===== config.mk =====
export PLATFORM = sky130hd
export DESIGN_NAME = amf_fetch_top
export DESIGN_NICKNAME = d
export VERILOG_FILES = /design/src/rtl/amf_pkg.sv /design/src/rtl/amf_fields.sv /design/src/rtl/amf_ea_calc.sv /design/src/rtl/amf_seq.sv /design/src/rtl/amf_fetch_top.sv
export SDC_FILE = /design/constraint.sdc
export NUM_CORES = 1
export LEC_CHECK = 0
export ABC_AREA = 1
export BUFFER_PORTS_ARGS = -buffer_cell sky130_fd_sc_hd__buf_2
export CORE_ASPECT_RATIO = 0.9
export CORE_UTILIZATION = 50
export DETAILED_ROUTE_END_ITERATION = 7
export PLACE_DENSITY = 0.73
export SYNTH_ARGS = -nofsm -noshare
export SYNTH_HDL_FRONTEND = slang
export SYNTH_SLANG_ARGS = --single-unit

===== constraint.sdc =====
create_clock -name clk -period 3.51 [get_ports clk]
set_input_delay 0.5265 -clock clk [delete_from_list [all_inputs] [get_ports clk]]
set_output_delay 0.5265 -clock clk [all_outputs]
set_load 0.03 [all_outputs]

===== src/rtl/amf_pkg.sv =====
// Shared definitions for the operand fetch unit: mode codes and sequencer states.
package amf_pkg;
    localparam int MODE_W = 4;

    typedef enum logic [MODE_W-1:0] {
        AM_IMM  = 4'd0,
        AM_REG  = 4'd1,
        AM_DIR  = 4'd2,
        AM_MIND = 4'd3,
        AM_RIND = 4'd4,
        AM_BDSP = 4'd5,
        AM_SCAL = 4'd6,
        AM_PCR  = 4'd7,
        AM_PDEC = 4'd8,
        AM_PINC = 4'd9
    } am_mode_e;

    typedef enum logic [1:0] {
        SQ_IDLE,
        SQ_ISSUE,
        SQ_RD1,
        SQ_RD2
    } sq_state_e;
endpackage


===== src/rtl/amf_fields.sv =====
// Operand specifier capture register.
// Holds the decoded fields from the cycle start is accepted, so the caller
// may change its inputs while the operation is in progress.
// Assumes: accept is high for one cycle per operation.
module amf_fields #(
    parameter int AW  = 16,
    parameter int DW  = 16,
    parameter int SCW = 2
) (
    input  logic                      clk,
    input  logic                      rst_n,
    input  logic                      accept,
    input  logic [amf_pkg::MODE_W-1:0] mode_i,
    input  logic [DW-1:0]             reg_i,
    input  logic [DW-1:0]             idx_i,
    input  logic [AW-1:0]             field_i,
    input  logic [SCW-1:0]            scale_i,
    input  logic [AW-1:0]             pc_i,
    output logic [amf_pkg::MODE_W-1:0] mode_q,
    output logic [DW-1:0]             reg_q,
    output logic [DW-1:0]             idx_q,
    output logic [AW-1:0]             field_q,
    output logic [SCW-1:0]            scale_q,
    output logic [AW-1:0]             pc_q
);
    // Capture the specifier on acceptance, clear on reset.
    always_ff @(posedge clk) begin
        if (!rst_n) begin
            mode_q  <= '0;
            reg_q   <= '0;
            idx_q   <= '0;
            field_q <= '0;
            scale_q <= '0;
            pc_q    <= '0;
        end else if (accept) begin
            mode_q  <= mode_i;
            reg_q   <= reg_i;
            idx_q   <= idx_i;
            field_q <= field_i;
            scale_q <= scale_i;
            pc_q    <= pc_i;
        end
    end
endmodule


===== src/rtl/amf_ea_calc.sv =====
// Effective address and mode classification.
// Purely combinational. For every mode it gives the first read address,
// the number of reads, the auto-modify write-back value and the value of a
// mode that needs no read. All address sums are AW bits wide, so they wrap
// modulo 2^AW, and a signed field added in AW bits gives a backward offset.
// Assumes: DW >= AW (a register or memory word can hold an address).
module amf_ea_calc #(
    parameter int AW  = 16,
    parameter int DW  = 16,
    parameter int SCW = 2
) (
    input  logic [amf_pkg::MODE_W-1:0] mode_q,
    input  logic [DW-1:0]             reg_q,
    input  logic [DW-1:0]             idx_q,
    input  logic [AW-1:0]             field_q,
    input  logic [SCW-1:0]            scale_q,
    input  logic [AW-1:0]             pc_q,
    output logic [AW-1:0]             ea,
    output logic [1:0]                n_trips,
    output logic                      auto_mod,
    output logic                      illegal,
    output logic [DW-1:0]             wb_calc,
    output logic [DW-1:0]             direct_val
);
    import amf_pkg::*;

    logic [AW-1:0] base_a;
    logic [AW-1:0] idx_a;

    assign base_a = reg_q[AW-1:0];
    assign idx_a  = idx_q[AW-1:0];

    // Decode the mode into address, trip count and write-back.
    always_comb begin
        ea         = '0;
        n_trips    = 2'd0;
        auto_mod   = 1'b0;
        illegal    = 1'b0;
        wb_calc    = '0;
        direct_val = '0;
        case (am_mode_e'(mode_q))
            AM_IMM:  direct_val = DW'(field_q);
            AM_REG:  direct_val = reg_q;
            AM_DIR: begin
                ea      = field_q;
                n_trips = 2'd1;
            end
            AM_MIND: begin
                ea      = field_q;
                n_trips = 2'd2;
            end
            AM_RIND: begin
                ea      = base_a;
                n_trips = 2'd1;
            end
            AM_BDSP: begin
                ea      = base_a + field_q;
                n_trips = 2'd1;
            end
            AM_SCAL: begin
                ea      = base_a + (idx_a << scale_q);
                n_trips = 2'd1;
            end
            AM_PCR: begin
                ea      = pc_q + field_q;
                n_trips = 2'd1;
            end
            AM_PDEC: begin
                ea       = base_a - AW'(1);
                n_trips  = 2'd1;
                auto_mod = 1'b1;
                wb_calc  = reg_q - DW'(1);
            end
            AM_PINC: begin
                ea       = base_a;
                n_trips  = 2'd1;
                auto_mod = 1'b1;
                wb_calc  = reg_q + DW'(1);
            end
            default: illegal = 1'b1;
        endcase
    end
endmodule


===== src/rtl/amf_seq.sv =====
// Memory trip sequencer.
// Walks IDLE -> ISSUE -> RD1 [-> RD2] -> IDLE. It holds the read request
// until valid arrives, chains a second read for the indirect mode, and
// registers the results together with a one-cycle done pulse.
// Assumes: the memory returns exactly one valid per request.
module amf_seq #(
    parameter int AW = 16,
    parameter int DW = 16
) (
    input  logic          clk,
    input  logic          rst_n,
    input  logic          start,
    input  logic [AW-1:0] ea,
    input  logic [1:0]    n_trips,
    input  logic          auto_mod,
    input  logic          illegal,
    input  logic [DW-1:0] wb_calc,
    input  logic [DW-1:0] direct_val,
    input  logic          mem_rvalid,
    input  logic [DW-1:0] mem_rdata,
    output logic          accept,
    output logic          mem_req,
    output logic [AW-1:0] mem_addr,
    output logic          done,
    output logic [DW-1:0] operand,
    output logic [AW-1:0] eff_addr,
    output logic [1:0]    trips,
    output logic          wb_en,
    output logic [DW-1:0] wb_val,
    output logic          err
);
    import amf_pkg::*;

    sq_state_e     state;
    logic [AW-1:0] ptr_q;

    // Request is active only in the read states; the second read uses the pointer.
    assign accept   = start && (state == SQ_IDLE);
    assign mem_req  = (state == SQ_RD1) || (state == SQ_RD2);
    assign mem_addr = (state == SQ_RD2) ? ptr_q : ea;

    // State progression and result registers.
    always_ff @(posedge clk) begin
        if (!rst_n) begin
            state    <= SQ_IDLE;
            ptr_q    <= '0;
            done     <= 1'b0;
            operand  <= '0;
            eff_addr <= '0;
            trips    <= 2'd0;
            wb_en    <= 1'b0;
            wb_val   <= '0;
            err      <= 1'b0;
        end else begin
            done  <= 1'b0;
            wb_en <= 1'b0;
            case (state)
                SQ_IDLE: if (start) state <= SQ_ISSUE;
                SQ_ISSUE: begin
                    if (illegal || n_trips == 2'd0) begin
                        done     <= 1'b1;
                        operand  <= illegal ? '0 : direct_val;
                        eff_addr <= '0;
                        trips    <= 2'd0;
                        wb_val   <= '0;
                        err      <= illegal;
                        state    <= SQ_IDLE;
                    end else begin
                        state <= SQ_RD1;
                    end
                end
                SQ_RD1: if (mem_rvalid) begin
                    if (n_trips == 2'd2) begin
                        ptr_q <= mem_rdata[AW-1:0];
                        state <= SQ_RD2;
                    end else begin
                        done     <= 1'b1;
                        operand  <= mem_rdata;
                        eff_addr <= ea;
                        trips    <= 2'd1;
                        wb_en    <= auto_mod;
                        wb_val   <= auto_mod ? wb_calc : '0;
                        err      <= 1'b0;
                        state    <= SQ_IDLE;
                    end
                end
                SQ_RD2: if (mem_rvalid) begin
                    done     <= 1'b1;
                    operand  <= mem_rdata;
                    eff_addr <= ptr_q;
                    trips    <= 2'd2;
                    wb_val   <= '0;
                    err      <= 1'b0;
                    state    <= SQ_IDLE;
                end
                default: state <= SQ_IDLE;
            endcase
        end
    end
endmodule


===== src/rtl/amf_fetch_top.sv =====
// Addressing-mode operand fetch unit, top level.
// Captures the operand specifier, computes the effective address and runs
// the memory reads the mode needs, then reports the operand, the address,
// the trip count and any auto-modify write-back value.
// Assumes: DW >= AW; register contents come from an external register file.
module amf_fetch_top #(
    parameter int AW  = 16,
    parameter int DW  = 16,
    parameter int SCW = 2
) (
    input  logic           clk,
    input  logic           rst_n,
    input  logic           start,
    input  logic [3:0]     mode,
    input  logic [DW-1:0]  reg_val,
    input  logic [DW-1:0]  idx_val,
    input  logic [AW-1:0]  field,
    input  logic [SCW-1:0] scale,
    input  logic [AW-1:0]  pc,
    output logic           mem_req,
    output logic [AW-1:0]  mem_addr,
    input  logic           mem_rvalid,
    input  logic [DW-1:0]  mem_rdata,
    output logic           done,
    output logic [DW-1:0]  operand,
    output logic [AW-1:0]  eff_addr,
    output logic [1:0]     trips,
    output logic           wb_en,
    output logic [DW-1:0]  wb_val,
    output logic           err
);
    logic [3:0]     mode_q;
    logic [DW-1:0]  reg_q;
    logic [DW-1:0]  idx_q;
    logic [AW-1:0]  field_q;
    logic [SCW-1:0] scale_q;
    logic [AW-1:0]  pc_q;
    logic           accept;
    logic [AW-1:0]  ea;
    logic [1:0]     n_trips;
    logic           auto_mod;
    logic           illegal;
    logic [DW-1:0]  wb_calc;
    logic [DW-1:0]  direct_val;

    amf_fields #(.AW(AW), .DW(DW), .SCW(SCW)) u_fields (
        .clk(clk), .rst_n(rst_n), .accept(accept),
        .mode_i(mode), .reg_i(reg_val), .idx_i(idx_val),
        .field_i(field), .scale_i(scale), .pc_i(pc),
        .mode_q(mode_q), .reg_q(reg_q), .idx_q(idx_q),
        .field_q(field_q), .scale_q(scale_q), .pc_q(pc_q)
    );

    amf_ea_calc #(.AW(AW), .DW(DW), .SCW(SCW)) u_calc (
        .mode_q(mode_q), .reg_q(reg_q), .idx_q(idx_q),
        .field_q(field_q), .scale_q(scale_q), .pc_q(pc_q),
        .ea(ea), .n_trips(n_trips), .auto_mod(auto_mod),
        .illegal(illegal), .wb_calc(wb_calc), .direct_val(direct_val)
    );

    amf_seq #(.AW(AW), .DW(DW)) u_seq (
        .clk(clk), .rst_n(rst_n), .start(start),
        .ea(ea), .n_trips(n_trips), .auto_mod(auto_mod),
        .illegal(illegal), .wb_calc(wb_calc), .direct_val(direct_val),
        .mem_rvalid(mem_rvalid), .mem_rdata(mem_rdata),
        .accept(accept), .mem_req(mem_req), .mem_addr(mem_addr),
        .done(done), .operand(operand), .eff_addr(eff_addr),
        .trips(trips), .wb_en(wb_en), .wb_val(wb_val), .err(err)
    );
endmodule


-- After elaboration in Yosys (flattened, before gate mapping)
Cells that the tools add are included.
- register bits: 141
- bits of input ports: 90
- output and inout port bits: 70
- logic and storage cells: 102
- add/sub/neg operators: 5
- equality and inequality tests: 18
- shift-type cells: 1
- multiplexer cells: 44
- bitwise logic cells: 3
- reduce and logical (&&, ||, !) cells: 16
- operator list (cell ; count):
    $mux W16 ; 14
    $pmux W16 S3 ; 3
    $pmux W16 S6 ; 1
    $pmux W16 S2 ; 2
    $add A16 B16 Y16 ; 3
    $mux W2 ; 9
    $add A16 B1 Y16 const B ; 1
    $eq A4 B3 Y1 const B ; 4
    $shl A16 B2 Y16 ; 1
    $sub A16 B1 Y16 const B ; 1
    $mux W1 ; 10
    $reduce_or A10 Y1 ; 1
    $eq A4 B2 Y1 const B ; 2
    $eq A4 B4 Y1 const B ; 2
    $ne A2 B2 Y1 const B ; 4
    $pmux W2 S4 ; 1
    $reduce_or A7 Y1 ; 1
    $eq A2 B2 Y1 const B ; 3
    $pmux W1 S3 ; 2
    $pmux W2 S3 ; 1
    $reduce_and A3 Y1 ; 2
    $reduce_or A2 Y1 ; 3
    $reduce_and A5 Y1 ; 1
    $eq A4 B1 Y1 const B ; 1
    other kinds (10) ; 14

-- Logic depth before layout (Yosys ltp)
Gate-level depths: netlist (run 1).
- depth in word-level cells: 7
- depth in mapped cells: 22
- mapped depth without buffers: 21

-- Hierarchy
A second synthesis (run 1) with hierarchy kept.
- cells, all modules: 1725
- area, all modules: 10023.4 µm²
- by module, submodules not included (module ; instances ; cells an instance ; area each (µm²)):
    amf_ea_calc ; 1 ; 774 ; 3851.2
    amf_seq ; 1 ; 507 ; 3280.6
    amf_fields ; 1 ; 444 ; 2891.5

-- Worst setup path before layout (run 1)
OpenSTA, ideal clock, no wires.
- kind: register to output
- start: register u_fields.mode_q[2] (netlist name)
- end: output mem_addr[8]
- arrival: 2.835 ns
- slack: 0.148 ns
- stages on the path, launching flop included: 23
- path buffers: 1
- path through: dfxtp_1 -> inv_2 -> nor2_2 -> nand2_1 -> inv_1 -> clkbuf_1 -> nand2_1 -> o21ai_0 -> ha_1 -> inv_1 -> fa_1 -> inv_1 -> nand3_1 -> nand2_1 -> nand2_1 -> nand2_1 -> nand2_1 -> nand2_1 -> nand2_1 -> nand3_1 -> nand3_1 -> nand2_1 -> o21ai_0
- word-level cells in the longest chain between the ends: 4
- elaborated cells on any way between the ends: 12
- RTL lines (item ; RTL line ; source):
    from (decl) ; amf_fields.sv:19 ; output logic [amf_pkg::MODE_W-1:0] mode_q,
    from (signal assigned) ; amf_fields.sv:36 ; mode_q <= mode_i;
    $eq A4 B3 Y1, or another cell as far along ; amf_ea_calc.sv:41 ; case (am_mode_e'(mode_q))
    $reduce_or A2 Y1 (no source line) ; n/a ;
    $pmux W16 S6 (*) ; amf_ea_calc.sv:41 ;
    $mux W16 (*) ; amf_seq.sv:40 ; assign mem_addr = (state == SQ_RD2) ? ptr_q : ea;
    to (decl) ; amf_fetch_top.sv:21 ; output logic [AW-1:0] mem_addr,
Every way passes the cells marked *; elsewhere a longest branch is shown, timed or not.

-- Worst setup path in the final report (run 1)
- start: register u_fields.scale_q[0]
- end: output mem_addr[6]
- word-level cells in the longest chain between the ends: 4
- RTL lines (item ; RTL line ; source):
    from (decl) ; amf_fields.sv:23 ; output logic [SCW-1:0] scale_q,
    from (signal assigned) ; amf_fields.sv:40 ; scale_q <= scale_i;
    $shl A16 B2 Y16 ; amf_ea_calc.sv:61 ; ea = base_a + (idx_a << scale_q);
    $add A16 B16 Y16 ; amf_ea_calc.sv:61 ;
    $pmux W16 S6 ; amf_ea_calc.sv:41 ;
    $mux W16 ; amf_seq.sv:40 ;
No other way between the ends.

==> qor.yml, run 1 <==
ctsLongestPathBuffers: 2
synth-edff-count: 0
netlist.area_leader.share_pct: 31.52
fin_util_pct: 67.41
power_density_nw_per_um2: 462.2
critPathMaxStageDelay_ns: 0.41
cts_buffers: 17
slew_viol_final: 0
die_h_um: 129.0
fmax_mhz: 277.1
timing.setup.tns_ns: -0.3956
detail_route.wl_per_cell_um: 18.22
drc_errors: 0
power.total_mw: 5.470
area_delta_synth_final_pct: 32.15
grt.met2_usage_pct: 53.03
status: "finished, violations left"
hold_buffers: 0
nets: 1761
portBuffers: 159
pwr-share-comb_pct: 34.0
die_area_um2: 18450
cp_max_fo: 7
violations: "setup timing"
diodes: 0
synth_nets: 1566
syn_area_per_cell_um2: 6.223
p_clk_share_pct: 31.9
netlist_top_cells_area: "dfxtp_1 32%, nand2_1 14%, o21ai_0 10%"
antenna_found_initial: 0
final_cells: 1887
synthArstFlopShare_pct: 0
seq_area_um2: 2833
slew_headroom_pct: 27.29
period_share_pct: 102.8
core_area_um2: 17550
insertion_delay_ns: 0.44
synth_ff_type: "dfxtp_1"
fin_ws_ns: -0.09935
fin_skew_ns: 0.01354
p_int_mw: 3.355
synth_warnings: 0
syn_inst: 1439
grt_util_all_layers_pct: 36.25
wl_um: 34390
synthTopCellsByCount: "342 x nand2_1, 182 x o21ai_0, 177 x a21oi_1"
worstPathCellList: "mux2i_4 > buf_4 > mux2i_1 > ha_1 > nand2_2 > inv_1 > a21oi_1 > nand2_2 > a21oi_2 > o21ai_1 > buf_4 > nand3_1 > nand2_1 > o21ai_1 > buf_4"
ir_drop_mv: 0.3574
dieWidth_um: 143.1
firstDrtPassIters: 6
leakagePower_nw: 5.591
htreeDepth: 4
initial_core_util_pct: 51.01
cts_root_buffer: "clkbuf_16"
yosysUniqueCellTypes: 35
multiInputGateArea_um2: 5886
dpl_cell_area_um2: 10120
vias: 10680
r2r_cells: 21
layout_min_cycle_time_ns: 3.609
yosysMostFrequentCell: "nand2_1"
drive_gt1_share_pct: 26.96
critical_path_class: "reg -> out"
critPathArrivalTime_ns: 3.08
num_rows: 46
end_kind: "output pin"
hold_class: "in -> reg"
syn-cell-area_um2: 8955
final_area_um2: 11830
cp.required_ns: 2.98
grt_use_met1_pct: 50.70
hold_violations: 0
gp_congestion: 0.9956
grt_pass1_wl_um: 50030
clock_sinks: 141
dp_hpwl_um: 25490
setup_viol: 8
ys_seq_elements: 141
busiest_layer: "met2"
fillCellCount: 1592
clkTransAtPathRegs_ns: 0.07
yosys.area.top_type: "dfxtp_1"
switching_share_pct: 38.66
ant_nets: 0
gr-total-overflow: 0
placed_cells: 1809
p_switching_mw: 2.115
cap_violations: 0
cts_tree: "done"
grt_max_degree: 80
critPathLaunchType: "flop"
num_io_pins: 160
drtIter0Drc: 975
crit_slowest_cell: "dfxtp_4"
pwr-share-seq_pct: 34.1
whs_path_depth: 3
worst_pin_slew_ns: 1.088
grt.met3_usage_pct: 8.039
grt_pass1_vias: 8999
rsz0062_at_grt: "true"
via_per_inst: 5.662
synth-seq-area-share_pct: 31.52
cp_common_cell: "buf_4"
[worst max-delay path, delay by kind of cell, from the launching register on]
kind                       cells  cell delay [ns]
and+or+nand+nor                4             0.41
AOI/OAI and AO/OA              4             0.55
adders and majority gates      1             0.38
buffers and inverters          4             0.56
muxes                          2             0.33
DFF                            1             0.41
[repair_timing]
action	CTS	global route
setup buffers	22	21
cloned	0	3
pin swaps	22	72
endpoints found under the setup margin	14	14
gates resized for setup	67	171
[routing by layer]
| metal | vias up | wire [um] | share of wire, % |
|---|---|---|---|
| li1 | 5139 | - | - |
| met1 | 4914 | 15110 | 44 |
| met2 | 545 | 14860 | 43 |
| met3 | 86 | 3196 | 9.3 |
| met4 | 0 | 1214 | 3.5 |
| met5 | - | 0 | 0 |
[power by group through the flow]
stage,clock network (mW),registers [mW],logic (mW)
floorplan,0,1.93,0.935
global placement,0,1.88,1.49
detailed placement,0,1.88,1.51
CTS,1.76,1.84,1.60
global route,1.83,1.88,2.01
finish,1.74,1.86,1.86
[path summary, 6_finish.rpt]
check | startpoint | slack [ns] | to
hold reg to reg | u_seq.trips[1]$_SDFFE_PN0P_ | 0.46 | u_seq.trips[1]$_SDFFE_PN0P_
hold / removal | pc[1] | 0.33 | u_fields.pc_q[1]$_SDFFE_PN0P_
setup / recovery | u_fields.scale_q[0]$_SDFFE_PN0P_ | -0.1 | mem_addr[6]
setup reg to reg | u_fields.mode_q[2]$_SDFFE_PN0P_ | 0.80 | u_seq.eff_addr[15]$_SDFFE_PN0P_
[state kept, by name (all words and copies together), names as in the netlist]
| name | count |
|---|---|
| u_seq.operand | 16 |
| u_seq.done | 1 |
| u_fields.field_q | 16 |
| u_seq.wb_val | 16 |
| u_seq.ptr_q | 16 |
| u_seq.eff_addr | 16 |
| u_seq.err | 1 |
| u_fields.scale_q | 2 |
| u_fields.pc_q | 16 |
| u_fields.mode_q | 4 |
| u_seq.state | 2 |
| u_fields.idx_q | 16 |
| u_seq.wb_en | 1 |
| u_seq.trips | 2 |
| u_fields.reg_q | 16 |
[kinds of logic after synthesis]
family / count (synthesis) / share of synthesized area, %
multiplexers: 11 / 1.230
flip-flops: 141 / 31.52
buffers and inverters: 244 / 10.52
XOR/XNOR: 5 / 0.4891
adder cells (fa/ha/maj): 37 / 5.337
AND/OR/NAND/NOR: 599 / 27.86
AO/OA/AOI/OAI: 402 / 23.04
[stage by stage]
stage,hold slack (ns),setup WS [ns]
detailed placement,0.4501,-0.02765
global route,0.3391,-0.2260
CTS,0.3306,-0.004974
floorplan,0.4390,0.1480
finish,0.3302,-0.09935
global placement,0.4464,0.07093
[layout make-up]
| class | instances | area share [%] |
|---|---|---|
| multi-input combinational | 1054 | 49.74 |
| sequential | 141 | 23.94 |
| timing repair buffer | 247 | 13.52 |
| inverter | 173 | 5.530 |
| clock buffer | 18 | 3.711 |
| tap | 240 | 2.538 |
| clock inverter | 14 | 1.026 |
[layout by cell type, fill, tap and decap left out, types with 13 or more instances in the layout]
cell,synthesis,routed
inv_2,5,18
o21ai_1,11,29
ha_1,35,22
clkbuf_16,0,19
o21ai_2,0,15
nand2_4,0,13
buf_2,18,147
a21oi_2,0,13
o22ai_1,21,21
nor2_1,122,121
dfxtp_1,141,135
buf_4,1,86
inv_1,165,151
nand2_2,0,39
o21ai_0,182,146
nand3_2,2,19
nand4_1,13,13
nand3_1,85,67
nand2_1,342,290
a21oi_1,177,161
(Power assumes the default switching activity.)
==> run 2, diff against run 1 <==
--- a/config.mk
+++ b/config.mk
@@ -8,9 +8,9 @@
 export ABC_AREA = 1
 export BUFFER_PORTS_ARGS = -buffer_cell sky130_fd_sc_hd__buf_2
 export CORE_ASPECT_RATIO = 0.9
-export CORE_UTILIZATION = 50
+export CORE_UTILIZATION = 55
 export DETAILED_ROUTE_END_ITERATION = 7
-export PLACE_DENSITY = 0.73
+export PLACE_DENSITY = 0.79
 export SYNTH_ARGS = -nofsm -noshare
 export SYNTH_HDL_FRONTEND = slang
 export SYNTH_SLANG_ARGS = --single-unit
==> qor.yml, run 2 (synthesis gave the netlist of run 1 again) <==
critPathLaunchType: "flop"
setup.worst_path.end: "mem_addr[14]"
die_area_um2: 16800  # -9.0%
wl_um: 33140  # -3.6%
seq_area_um2: 2831  # about the same
met1Wirelength_um: 13780  # -8.8%
leakagePower_nw: 5.452  # -2.5%
rsz0062_at_grt: "true"
top_layer: "met4"
fmax_mhz: 285.5  # +3.1%
r2r_cells: 7  # -67%
cts_buffers: 17  # unchanged
setup_viol: 0  # -8
firstDrtPassIters: 7  # +1
insertion_delay_ns: 0.44  # about the same
end_kind: "output pin"
critPathMaxStageDelay_ns: 0.36  # -0.05 ns
fin_ws_ns: 0.007514  # +0.1069 ns
period_share_pct: 99.79  # -3.0 points
cts_root_buffer: "clkbuf_16"
diodes: 0  # unchanged
num_io_pins: 160  # unchanged
slew_headroom_pct: 47.03  # +20 points
hold_violations: 0  # unchanged
worst_pin_slew_ns: 0.7923  # -0.2957 ns
slew_viol_final: 0  # unchanged
dieWidth_um: 136.5  # -4.6%
placed_cells: 1775  # -1.9%
clkTransAtPathRegs_ns: 0.07  # about the same
crit_slowest_cell: "fa_2"
grt_util_all_layers_pct: 39.01  # +2.8 points
detail_route.wl_per_cell_um: 17.99  # -1.3%
wl_met3_um: 3546  # +11%
worstPathCellList: "nand2_2 > inv_2 > nand2_4 > clkinvlp_4 > o21ai_2 > ha_2 > inv_2 > fa_2 > inv_2 > nand3_2 > nand2_4 > nand2_2 > nand2_4 > nand2_2 > nand2_1 > nand2_1 > nand3_1 > nand3_2 > nand2_1 > o21ai_1 > buf_4"
gr-total-overflow: 0  # unchanged
htreeDepth: 4  # unchanged
drc_errors: 0  # unchanged
regToRegSetupSlack_ns: 0.73  # -0.07 ns
grt_max_degree: 83  # +3.8%
cp_num_cells: 21  # +6
layout_commonest_cell: "nand2_1"
num_rows: 43  # -6.5%
layout_min_cycle_time_ns: 3.502  # -0.1069 ns
final_cells: 1842  # -2.4%
power_density_nw_per_um2: 483.2  # +4.5%
clock_sinks: 141  # unchanged
final_cell_mix: "322 x nand2_1, 164 x a21oi_1, 159 x inv_1, 156 x o21ai_0, 147 x buf_2"
grt_pass1_wl_um: 49120  # -1.8%
drive_gt1_share_pct: 22.74  # -4.2 points
die_h_um: 123.1  # -4.6%
initial_core_util_pct: 57.20  # +6.2 points
power.total_mw: 5.477  # +0.13%
r2r_end: "u_seq.wb_val[4]$_SDFFE_PN0P_"
critPathArrivalTime_ns: 2.98  # -0.10 ns
critical_path_class: "reg -> out"
gp_congestion: 1.028  # +3.3%
reg2reg_from: "u_seq.state[1]$_SDFFE_PN0P_"
cp.required_ns: 2.98  # about the same
min-delay-start: "pc[12]"
ctsLongestPathBuffers: 2  # unchanged
ir_drop_mv: 0.4281  # +20%
vias: 10650  # -0.32%
grt_pass1_vias: 9171  # +1.9%
area_delta_synth_final_pct: 26.59
antenna_found_initial: 0  # unchanged
dpl_worst_slack_ns: 0.04833  # +0.07598 ns
fin_skew_ns: 0.01094  # -0.002592 ns
multiInputGateArea_um2: 5502  # -6.5%
ant_nets: 0  # unchanged
core_area_um2: 15660  # -11%
cap_violations: 0  # unchanged
portBuffers: 159  # unchanged
via_per_inst: 5.782  # +2.1%
hold_class: "in -> reg"
cp_max_fo: 5  # -2
status: "completed"
critPathBufInv: 5  # +1
drtIter0Drc: 1425  # +46%
dp_hpwl_um: 24850  # -2.5%
cts_tree: "done"
wl_met2_um: 14300  # -3.8%
crit_family: "simple AND/OR/NAND/NOR gates"
hold_buffers: 0  # unchanged
fillCellCount: 1333  # -16%
nets: 1754  # -0.40%
setup.worst_path.start: "u_fields.mode_q[0]$_SDFFE_PN0P_"
==> run 2: worst min path at each step <==
| stage | end | slack (ns) | cells past startpoint |
|---|---|---|---|
| 2_1_floorplan | u_fields.idx_q[13]$_SDFFE_PN0P_ | 0.44 | 2 |
| 3_3_place_gp | u_seq.trips[1]$_SDFFE_PN0P_ | 0.44 | 2 |
| 3_5_place_dp | u_seq.wb_val[13]$_SDFFE_PN0P_ | 0.45 | 2 |
| 4_1_cts | u_fields.pc_q[12]$_SDFFE_PN0P_ | 0.33 | 3 |
| 5_1_grt | u_fields.pc_q[10]$_SDFFE_PN0P_ | 0.34 | 3 |
| 6_report | u_fields.pc_q[12]$_SDFFE_PN0P_ | 0.33 | 3 |
==> run 2: final cells by class <==
type / instances / area share, %
Clock buffer: 17 / 3.753
Multi-Input combinational cell: 1054 / 48.53
Inverter: 173 / 5.806
Tap cell: 202 / 2.230
Sequential cell: 141 / 24.98
Timing Repair Buffer: 239 / 12.92
Clock inverter: 15 / 1.711
Timing Repair inverter: 1 / 0.06623
==> run 2: layer usage <==
metal	vias up	GRT usage, %
met2	641	59.14
li1	5137	-
met5	-	0
met1	4758	53.44
met4	0	17.99
met3	114	7.298
==> run 2: report_power, final <==
| part | switching, mW | leakage [nW] | internal, mW |
|---|---|---|---|
| combinational | 1.15 | 3.99 | 0.600 |
| sequential | 0.109 | 1.16 | 1.73 |
| clock | 0.859 | 0.299 | 1.03 |
| total | 2.12 | 5.45 | 3.36 |
==> run 2: through the flow <==
stage	setup TNS [ns]	hold WS, ns	area, um^2	util (%)
after CTS	-0.03773	0.3275	10900	69.62
after floorplan	0	0.4390	8955	-
after global placement	0	0.4446	10080	64.36
after detailed placement	0	0.4519	10080	64.36
final	0	0.3310	11340	72.40
after global routing	-1.368	0.3396	11340	72.40
==> run 2: what timing repair did <==
item                                    CTS  global route
gates resized for setup                  47            96
endpoints found under the setup margin   14            14
gates cloned                              1             0
setup buffers                            12            22
pin swaps                                13            41
==> run 2: worst min-delay path, delay by kind of cell <==
family	cells	cell delay [ns]
buffers and inverters	1	0.07
AO/OA/AOI/OAI	1	0.07
AND/OR/NAND/NOR	1	0.07
